**config.mk**
```make
export PLATFORM = sky130hd
export DESIGN_NAME = sa_pair_alloc
export DESIGN_NICKNAME = d
export VERILOG_FILES = /design/src/rtl/sa_pkg.sv /design/src/rtl/sa_rr_pick.sv /design/src/rtl/sa_input_stage.sv /design/src/rtl/sa_output_stage.sv /design/src/rtl/sa_pair_alloc.sv
export SDC_FILE = /design/constraint.sdc
export NUM_CORES = 1
export LEC_CHECK = 0
export BUFFER_PORTS_ARGS = -buffer_cell sky130_fd_sc_hd__buf_2
export CORE_MARGIN = 2
export CORE_UTILIZATION = 40
export DETAILED_ROUTE_END_ITERATION = 8
export PLACE_DENSITY = 0.68
export SETUP_SLACK_MARGIN = 0.3
export SYNTH_ARGS = -nofsm -noshare
export SYNTH_HDL_FRONTEND = slang
export SYNTH_SLANG_ARGS = --single-unit
```
**constraint.sdc**
```tcl
create_clock -name clk -period 7.75 [get_ports clk]
set_input_delay 0.3875 -clock clk [delete_from_list [all_inputs] [get_ports clk]]
set_output_delay 0.3875 -clock clk [all_outputs]
set_load 0.02 [all_outputs]
```
**src/rtl/sa_pkg.sv**
```systemverilog
package sa_pkg;

    // Router radix and destination encoding width
    localparam int SA_NPORT = 5;
    localparam int SA_PW    = 3;

    // Output port numbering (destination field values)
    typedef enum logic [SA_PW-1:0] {
        PORT_NORTH = 3'd0,
        PORT_SOUTH = 3'd1,
        PORT_EAST  = 3'd2,
        PORT_WEST  = 3'd3,
        PORT_LOCAL = 3'd4
    } port_e;

    // Kind of request an input offers to stage 2
    typedef enum logic [1:0] {
        K_NONE  = 2'd0,
        K_LONG  = 2'd1,
        K_SHORT = 2'd2,
        K_PAIR  = 2'd3
    } req_kind_e;

    // Stage-1 result of one input port
    typedef struct packed {
        req_kind_e         kind;
        logic [SA_PW-1:0]  dest;
    } s1_req_t;

    function automatic logic is_valid_dest(logic [SA_PW-1:0] d);
        return int'(d) < SA_NPORT;
    endfunction

endpackage

```
**src/rtl/sa_rr_pick.sv**
```systemverilog
// Combinational round-robin pick: first set request at or after ptr.
module sa_rr_pick #(
    parameter int N  = 5,
    parameter int IW = (N > 1) ? $clog2(N) : 1
) (
    input  logic [N-1:0]  req,
    input  logic [IW-1:0] ptr,
    output logic          found,
    output logic [IW-1:0] idx
);
    localparam int CW = IW + 1;

    logic [CW-1:0] cand;

    always_comb begin
        found = 1'b0;
        idx   = '0;
        cand  = '0;
        for (int k = 0; k < N; k++) begin
            cand = {1'b0, ptr} + CW'(k);
            if (cand >= CW'(N)) begin
                cand = cand - CW'(N);
            end
            if (!found && req[cand[IW-1:0]]) begin
                found = 1'b1;
                idx   = cand[IW-1:0];
            end
        end
    end
endmodule

```
**src/rtl/sa_input_stage.sv**
```systemverilog
// Stage 1: per-input VC arbiter with same-port short-flit pairing.
module sa_input_stage
    import sa_pkg::*;
#(
    parameter int NVC = 2,
    parameter int VCW = (NVC > 1) ? $clog2(NVC) : 1,
    parameter int PW  = SA_PW
) (
    input  logic               clk,
    input  logic               rst,
    input  logic [NVC-1:0]     vc_valid,
    input  logic [NVC*PW-1:0]  vc_dest,
    input  logic [NVC-1:0]     vc_short,
    input  logic               granted,
    output s1_req_t            req,
    output logic [VCW-1:0]     vc_a,
    output logic [VCW-1:0]     vc_b
);
    logic [PW-1:0]  dest_of [NVC];
    logic [NVC-1:0] eligible;
    logic [NVC-1:0] partner_mask;
    logic [VCW-1:0] ptr_q;
    logic [VCW-1:0] a_next;
    logic           first_found;
    logic           partner_found;

    always_comb begin
        for (int v = 0; v < NVC; v++) begin
            dest_of[v]  = vc_dest[v*PW +: PW];
            eligible[v] = vc_valid[v] && is_valid_dest(dest_of[v]);
        end
    end

    sa_rr_pick #(.N(NVC), .IW(VCW)) u_first (
        .req   (eligible),
        .ptr   (ptr_q),
        .found (first_found),
        .idx   (vc_a)
    );

    assign a_next = (vc_a == VCW'(NVC - 1)) ? '0 : vc_a + 1'b1;

    always_comb begin
        for (int v = 0; v < NVC; v++) begin
            partner_mask[v] = eligible[v] && vc_short[v]
                              && (dest_of[v] == dest_of[vc_a])
                              && (vc_a != VCW'(v));
        end
    end

    sa_rr_pick #(.N(NVC), .IW(VCW)) u_partner (
        .req   (partner_mask),
        .ptr   (a_next),
        .found (partner_found),
        .idx   (vc_b)
    );

    always_comb begin
        req.dest = dest_of[vc_a];
        if (!first_found) begin
            req.kind = K_NONE;
        end else if (!vc_short[vc_a]) begin
            req.kind = K_LONG;
        end else if (partner_found) begin
            req.kind = K_PAIR;
        end else begin
            req.kind = K_SHORT;
        end
    end

    always_ff @(posedge clk) begin
        if (rst) begin
            ptr_q <= '0;
        end else if (granted && first_found) begin
            ptr_q <= a_next;
        end
    end

    // the offered VC really holds a request
    p_pick_valid_r1: assert property (@(posedge clk) disable iff (rst)
        (req.kind != K_NONE) |-> vc_valid[vc_a]);

    // a paired partner is a distinct short VC with the same destination
    p_pair_match_r2: assert property (@(posedge clk) disable iff (rst)
        (req.kind == K_PAIR) |-> (vc_short[vc_b] && vc_short[vc_a]
                                  && vc_b != vc_a && dest_of[vc_b] == dest_of[vc_a]));

    // pointer only moves on a used grant
    p_ptr_hold_r7: assert property (@(posedge clk) disable iff (rst)
        !granted |=> $stable(ptr_q));

endmodule

```
**src/rtl/sa_output_stage.sv**
```systemverilog
// Stage 2: primary and short-only secondary arbiters for one output port.
module sa_output_stage
    import sa_pkg::*;
#(
    parameter int NPORT  = SA_NPORT,
    parameter int PW     = SA_PW,
    parameter int VCW    = 1,
    parameter int OUT_ID = 0
) (
    input  logic            clk,
    input  logic            rst,
    input  s1_req_t         reqs  [NPORT],
    input  logic [VCW-1:0]  vca   [NPORT],
    input  logic [VCW-1:0]  vcb   [NPORT],
    output logic            busy,
    output logic            full,
    output logic [PW-1:0]   hi_port,
    output logic [VCW-1:0]  hi_vc,
    output logic            lo_valid,
    output logic [PW-1:0]   lo_port,
    output logic [VCW-1:0]  lo_vc,
    output logic [NPORT-1:0] win_hi,
    output logic [NPORT-1:0] win_lo
);
    logic [NPORT-1:0] prim_mask;
    logic [NPORT-1:0] sec_mask;
    logic [PW-1:0]    pptr_q;
    logic [PW-1:0]    sptr_q;
    logic [PW-1:0]    p_idx;
    logic [PW-1:0]    s_idx;
    logic             p_found;
    logic             s_found;
    logic             use_sec;
    logic             is_pair;

    always_comb begin
        for (int i = 0; i < NPORT; i++) begin
            prim_mask[i] = (reqs[i].kind != K_NONE) && (reqs[i].dest == PW'(OUT_ID));
        end
    end

    sa_rr_pick #(.N(NPORT), .IW(PW)) u_primary (
        .req   (prim_mask),
        .ptr   (pptr_q),
        .found (p_found),
        .idx   (p_idx)
    );

    always_comb begin
        for (int i = 0; i < NPORT; i++) begin
            sec_mask[i] = (reqs[i].kind == K_SHORT) && (reqs[i].dest == PW'(OUT_ID))
                          && !(p_found && p_idx == PW'(i));
        end
    end

    sa_rr_pick #(.N(NPORT), .IW(PW)) u_secondary (
        .req   (sec_mask),
        .ptr   (sptr_q),
        .found (s_found),
        .idx   (s_idx)
    );

    always_comb begin
        is_pair  = p_found && (reqs[p_idx].kind == K_PAIR);
        use_sec  = p_found && (reqs[p_idx].kind == K_SHORT) && s_found;
        busy     = p_found;
        full     = p_found && (reqs[p_idx].kind == K_LONG);
        hi_port  = p_idx;
        hi_vc    = vca[p_idx];
        lo_valid = is_pair || use_sec;
        lo_port  = is_pair ? p_idx : s_idx;
        lo_vc    = is_pair ? vcb[p_idx] : vca[s_idx];
        for (int i = 0; i < NPORT; i++) begin
            win_hi[i] = p_found && (p_idx == PW'(i));
            win_lo[i] = use_sec && (s_idx == PW'(i));
        end
    end

    always_ff @(posedge clk) begin
        if (rst) begin
            pptr_q <= '0;
            sptr_q <= '0;
        end else begin
            if (p_found) begin
                pptr_q <= (p_idx == PW'(NPORT - 1)) ? '0 : p_idx + 1'b1;
            end
            if (use_sec) begin
                sptr_q <= (s_idx == PW'(NPORT - 1)) ? '0 : s_idx + 1'b1;
            end
        end
    end

    // a long winner leaves no room for a lower half
    p_long_whole_r5: assert property (@(posedge clk) disable iff (rst)
        full |-> !lo_valid);

    // the lower half never repeats the upper-half flit
    p_no_double_r6: assert property (@(posedge clk) disable iff (rst)
        (lo_valid && lo_port == hi_port) |-> (lo_vc != hi_vc));

    // a cross-port lower half pairs two single short flits
    p_cross_short_r4: assert property (@(posedge clk) disable iff (rst)
        (lo_valid && lo_port != hi_port) |->
            (reqs[lo_port].kind == K_SHORT && reqs[hi_port].kind == K_SHORT));

    // the winner targets this output
    p_hi_target_r11: assert property (@(posedge clk) disable iff (rst)
        busy |-> (reqs[hi_port].dest == PW'(OUT_ID)));

    // idle output keeps its primary pointer
    p_pptr_hold_r7: assert property (@(posedge clk) disable iff (rst)
        !busy |=> $stable(pptr_q));

endmodule

```
**src/rtl/sa_pair_alloc.sv**
```systemverilog
module sa_pair_alloc
    import sa_pkg::*;
#(
    parameter int NVC = 2,
    localparam int VCW   = (NVC > 1) ? $clog2(NVC) : 1,
    localparam int NPORT = SA_NPORT,
    localparam int PW    = SA_PW
) (
    input  logic                   clk,
    input  logic                   rst,
    input  logic [NPORT*NVC-1:0]    in_valid,
    input  logic [NPORT*NVC*PW-1:0] in_dest,
    input  logic [NPORT*NVC-1:0]    in_short,
    output logic [NPORT*NVC-1:0]    vc_grant,
    output logic [NPORT-1:0]        out_busy,
    output logic [NPORT-1:0]        out_full,
    output logic [NPORT*PW-1:0]     out_hi_port,
    output logic [NPORT*VCW-1:0]    out_hi_vc,
    output logic [NPORT-1:0]        out_lo_valid,
    output logic [NPORT*PW-1:0]     out_lo_port,
    output logic [NPORT*VCW-1:0]    out_lo_vc
);
    s1_req_t          s1     [NPORT];
    logic [VCW-1:0]   s1_a   [NPORT];
    logic [VCW-1:0]   s1_b   [NPORT];
    logic [NPORT-1:0] hi_win [NPORT];
    logic [NPORT-1:0] lo_win [NPORT];
    logic [NPORT-1:0] in_granted;
    logic [NVC-1:0]   vg     [NPORT];

    for (genvar gi = 0; gi < NPORT; gi++) begin : g_in
        sa_input_stage #(.NVC(NVC), .VCW(VCW), .PW(PW)) u_in (
            .clk      (clk),
            .rst      (rst),
            .vc_valid (in_valid[gi*NVC +: NVC]),
            .vc_dest  (in_dest[gi*NVC*PW +: NVC*PW]),
            .vc_short (in_short[gi*NVC +: NVC]),
            .granted  (in_granted[gi]),
            .req      (s1[gi]),
            .vc_a     (s1_a[gi]),
            .vc_b     (s1_b[gi])
        );
    end

    for (genvar go = 0; go < NPORT; go++) begin : g_out
        sa_output_stage #(.NPORT(NPORT), .PW(PW), .VCW(VCW), .OUT_ID(go)) u_out (
            .clk      (clk),
            .rst      (rst),
            .reqs     (s1),
            .vca      (s1_a),
            .vcb      (s1_b),
            .busy     (out_busy[go]),
            .full     (out_full[go]),
            .hi_port  (out_hi_port[go*PW +: PW]),
            .hi_vc    (out_hi_vc[go*VCW +: VCW]),
            .lo_valid (out_lo_valid[go]),
            .lo_port  (out_lo_port[go*PW +: PW]),
            .lo_vc    (out_lo_vc[go*VCW +: VCW]),
            .win_hi   (hi_win[go]),
            .win_lo   (lo_win[go])
        );
    end

    always_comb begin
        for (int i = 0; i < NPORT; i++) begin
            in_granted[i] = 1'b0;
            for (int o = 0; o < NPORT; o++) begin
                in_granted[i] = in_granted[i] | hi_win[o][i] | lo_win[o][i];
            end
            for (int v = 0; v < NVC; v++) begin
                vg[i][v] = in_granted[i] &&
                           ((s1_a[i] == VCW'(v)) ||
                            (s1[i].kind == K_PAIR && s1_b[i] == VCW'(v)));
            end
        end
    end

    for (genvar gg = 0; gg < NPORT; gg++) begin : g_grant
        assign vc_grant[gg*NVC +: NVC] = vg[gg];
    end

    // grants only reach VCs holding a request
    p_grant_req_r9: assert property (@(posedge clk) disable iff (rst)
        (vc_grant & ~in_valid) == '0);

    // an input appears at most once across all output halves
    for (genvar ga = 0; ga < NPORT; ga++) begin : g_chk
        logic [2*NPORT-1:0] hits;
        always_comb begin
            for (int o = 0; o < NPORT; o++) begin
                hits[2*o]   = hi_win[o][ga];
                hits[2*o+1] = lo_win[o][ga];
            end
        end
        p_one_output_r11: assert property (@(posedge clk) disable iff (rst)
            $onehot0(hits));
    end

endmodule

```
==> results.cfg <==
[cts]
worstSkewPairLatency_ns = 0.35
clk_pin_slew_ns = 0.08
cts_inserted_buffers = 5
cts_tree = built
cts.sinks = 35
cts_buffer_depth = 2
cts-root-buf = clkbuf_16
htree_levels = 2
postCtsHoldBufs = 0

[worst_hold_path]
hold_class = register to register

[global_route]
gr-total-overflow = 0
grt_pass1_wl_microns = 112400
gr-usage-met3 = 0.05826
grt.busiest_layer = met2
met1_usage = 0.4209
met2_usage = 0.5147
antenna_found_initial = 3
gr-usage-all-layers = 0.3269
grt_max_degree = 30
grt_pass1_vias = 19215

[floorplanning]
initial_core_util = 0.4065
die_area_sq_mm = 0.04323
ioPinCount = 117
num_rows = 74
die_x_microns = 207.9
core_region_area_sq_mm = 0.04092
die_y_microns = 207.9

[sta]
rsz0062_at_grt = false
setup_ws_ns = 0.3514
fin_crit_sh = 0.9547
hold_viol_final = 0
finalCriticalPeriod_ns = 7.399
slew_viol_final = 0
skew_ns = 0.01360
slew_headroom = 0.2027
worst_pin_slew_ns = 1.196
setup-violations-final = 0
clock.fmax_mhz = 135.2

[yosys]
synth_area_per_cell_sq_um = 6.829
async_reset_ff_frac = 0
ys_warn_count = 0
synth_cell_types = 117
ys.flop_type = dfxtp_1
synth_area_leader_cell = ha_1
ys_ff_latch = 35
syn_inst = 2436
syn_area_sq_mm = 0.01663
synthTopCellsByArea = ha_1 9.8%, nor2_1 5.2%, a21oi_1 5.2%
synth_edf_count = 0
synth_top_area_frac = 0.09778
synth_seq_area_share = 0.04212
syn-num-nets = 2628

[drt]
num_vias = 21275
first_pass_iters = 6
viasPerCell = 6.699
drc_errors = 0
antenna_left = 0
drtIter0Drc = 2317
wire_per_inst_microns = 23.90
wirelength_microns = 75920

[critical_path]
arrival_ns = 7.01
path_class = register to primary output
crit_required_ns = 7.36
cp-start-kind = register
crit_path_end_kind = primary output
max_stage_delay_ns = 0.57
critPathSlowestCell = a222oi_1
cp_max_fo = 6

[final_layout]
nets = 2831
drive_gt1_frac = 0.2467
area.growth.synth_to_final_pct = 21.37

[placed_design]
place.gp.congestion = 1.066
dp_slack_ns = -0.01896
place_hpwl_microns = 59920
io_buffers = 116

[status]
status = completed

[job]
drv_cap = 0
what timing repair did:
item | in CTS | in global routing
pin swaps | 13 | 66
setup endpoints to repair | 13 | 14
buffers inserted | 16 | 44
resized for setup | 68 | 205
hold endpoints to repair | 0 | 0
path summary, 6_finish.rpt:
kind | start | endpoint | slack (ns) | cells after the start
max | g_out[4].u_out.pptr_q[1]$_SDFFE_PP0P_ | vc_grant[7] | 0.35 | 31
min | g_out[3].u_out.pptr_q[2]$_SDFFE_PP0P_ | g_out[3].u_out.pptr_q[2]$_SDFFE_PP0P_ | 0.57 | 2
max reg2reg | g_out[4].u_out.pptr_q[1]$_SDFFE_PP0P_ | g_in[3].u_in.ptr_q$_SDFFE_PP0P_ | 0.79 | 32
min reg2reg | g_out[3].u_out.pptr_q[2]$_SDFFE_PP0P_ | g_out[3].u_out.pptr_q[2]$_SDFFE_PP0P_ | 0.57 | 2
area by class of cell:
type | count | area [sq um]
diodes | 5 | 12.51
well taps | 532 | 665.6
fillers | 4136 | 20730
clock inverters | 1 | 30.03
clock buffers | 6 | 128.9
multi-input cells | 2137 | 15940
inverters | 142 | 555.5
repair buffers | 318 | 2137
flip-flops and latches | 35 | 721.9
through the flow:
step | setup TNS (ns) | util | std cells | hold WS [ns] | area, sq um
final | 0 | 0.4933 | 3176 | 0.5738 | 20190
after global routing | 0 | 0.4931 | 3172 | 0.6084 | 20180
after CTS | 0 | 0.4619 | 3127 | 0.5572 | 18900
after detailed placement | -0.03599 | 0.4486 | 3104 | 0.6436 | 18360
after global placement | 0 | 0.4486 | 3104 | 0.6285 | 18360
after floorplan | 0 | - | 2436 | 0.5692 | 16630
cell families (layout without fill, tap and decap cells):
family,count (synthesis),in the layout,synth area share
flops,35,35,0.04212
fa+ha+maj,140,140,0.1098
buf+inv,264,467,0.06860
compound gates,880,880,0.3841
simple gates,936,936,0.2886
xor+xnor,74,74,0.03896
mux,107,107,0.06784
other cells,0,5,0
placed cells by master, fill, tap and decap left out, drive strengths merged, types with 18 or more instances in the layout:
cell / netlist / routed
xnor2: 64 / 64
nand3: 82 / 82
mux2: 26 / 26
ha: 130 / 130
a22oi: 18 / 18
a21oi: 174 / 174
and3: 35 / 35
inv: 137 / 132
or3: 32 / 32
buf: 52 / 317
nor3: 80 / 80
nor4: 23 / 23
o22ai: 33 / 33
nor2b: 40 / 40
or2: 22 / 22
nand2b: 51 / 51
mux2i: 79 / 79
o211ai: 47 / 47
o31ai: 34 / 34
o21a: 30 / 30
a31oi: 41 / 41
a211oi: 48 / 48
dfxtp: 35 / 35
a21o: 34 / 34
and2: 27 / 27
nor2: 233 / 233
nand2: 217 / 217
o21ai: 125 / 125
o32ai: 18 / 18
routing by layer:
metal / up-vias / part of all wire
met5: - / 0
met4: 0 / 0.067
met3: 276 / 0.097
met2: 1204 / 0.44
met1: 10097 / 0.40
li1: 9698 / -
worst max-delay path: cells and delay by family (launching register included):
kind,cells,cell delay (ns)
compound gates,9,1.97
fa+ha+maj,5,1.06
buf+inv,9,1.27
flops,1,0.40
mux,1,0.36
simple gates,7,1.58
Yosys cell counts, types with 35 or more instances:
master    instances
nor2_1          231
nand2_1         217
a21oi_1         172
ha_1            130
inv_1           130
o21ai_0         117
nand3_1          82
mux2i_1          79
nor3_1           75
clkbuf_1         69
xnor2_1          64
nand2b_1         51
a211oi_1         46
o211ai_1         46
nor2b_1          40
a31oi_1          39
and3_1           35
dfxtp_1          35
registers in the layout, summed over array words and instances, names as in the netlist:
register / count
g_in.u_in.ptr_q: 5
g_out.u_out.pptr_q: 15
g_out.u_out.sptr_q: 15
Power is not shown: default switching activity piles up to over one toggle a cycle in this logic, so the estimate is an artifact.
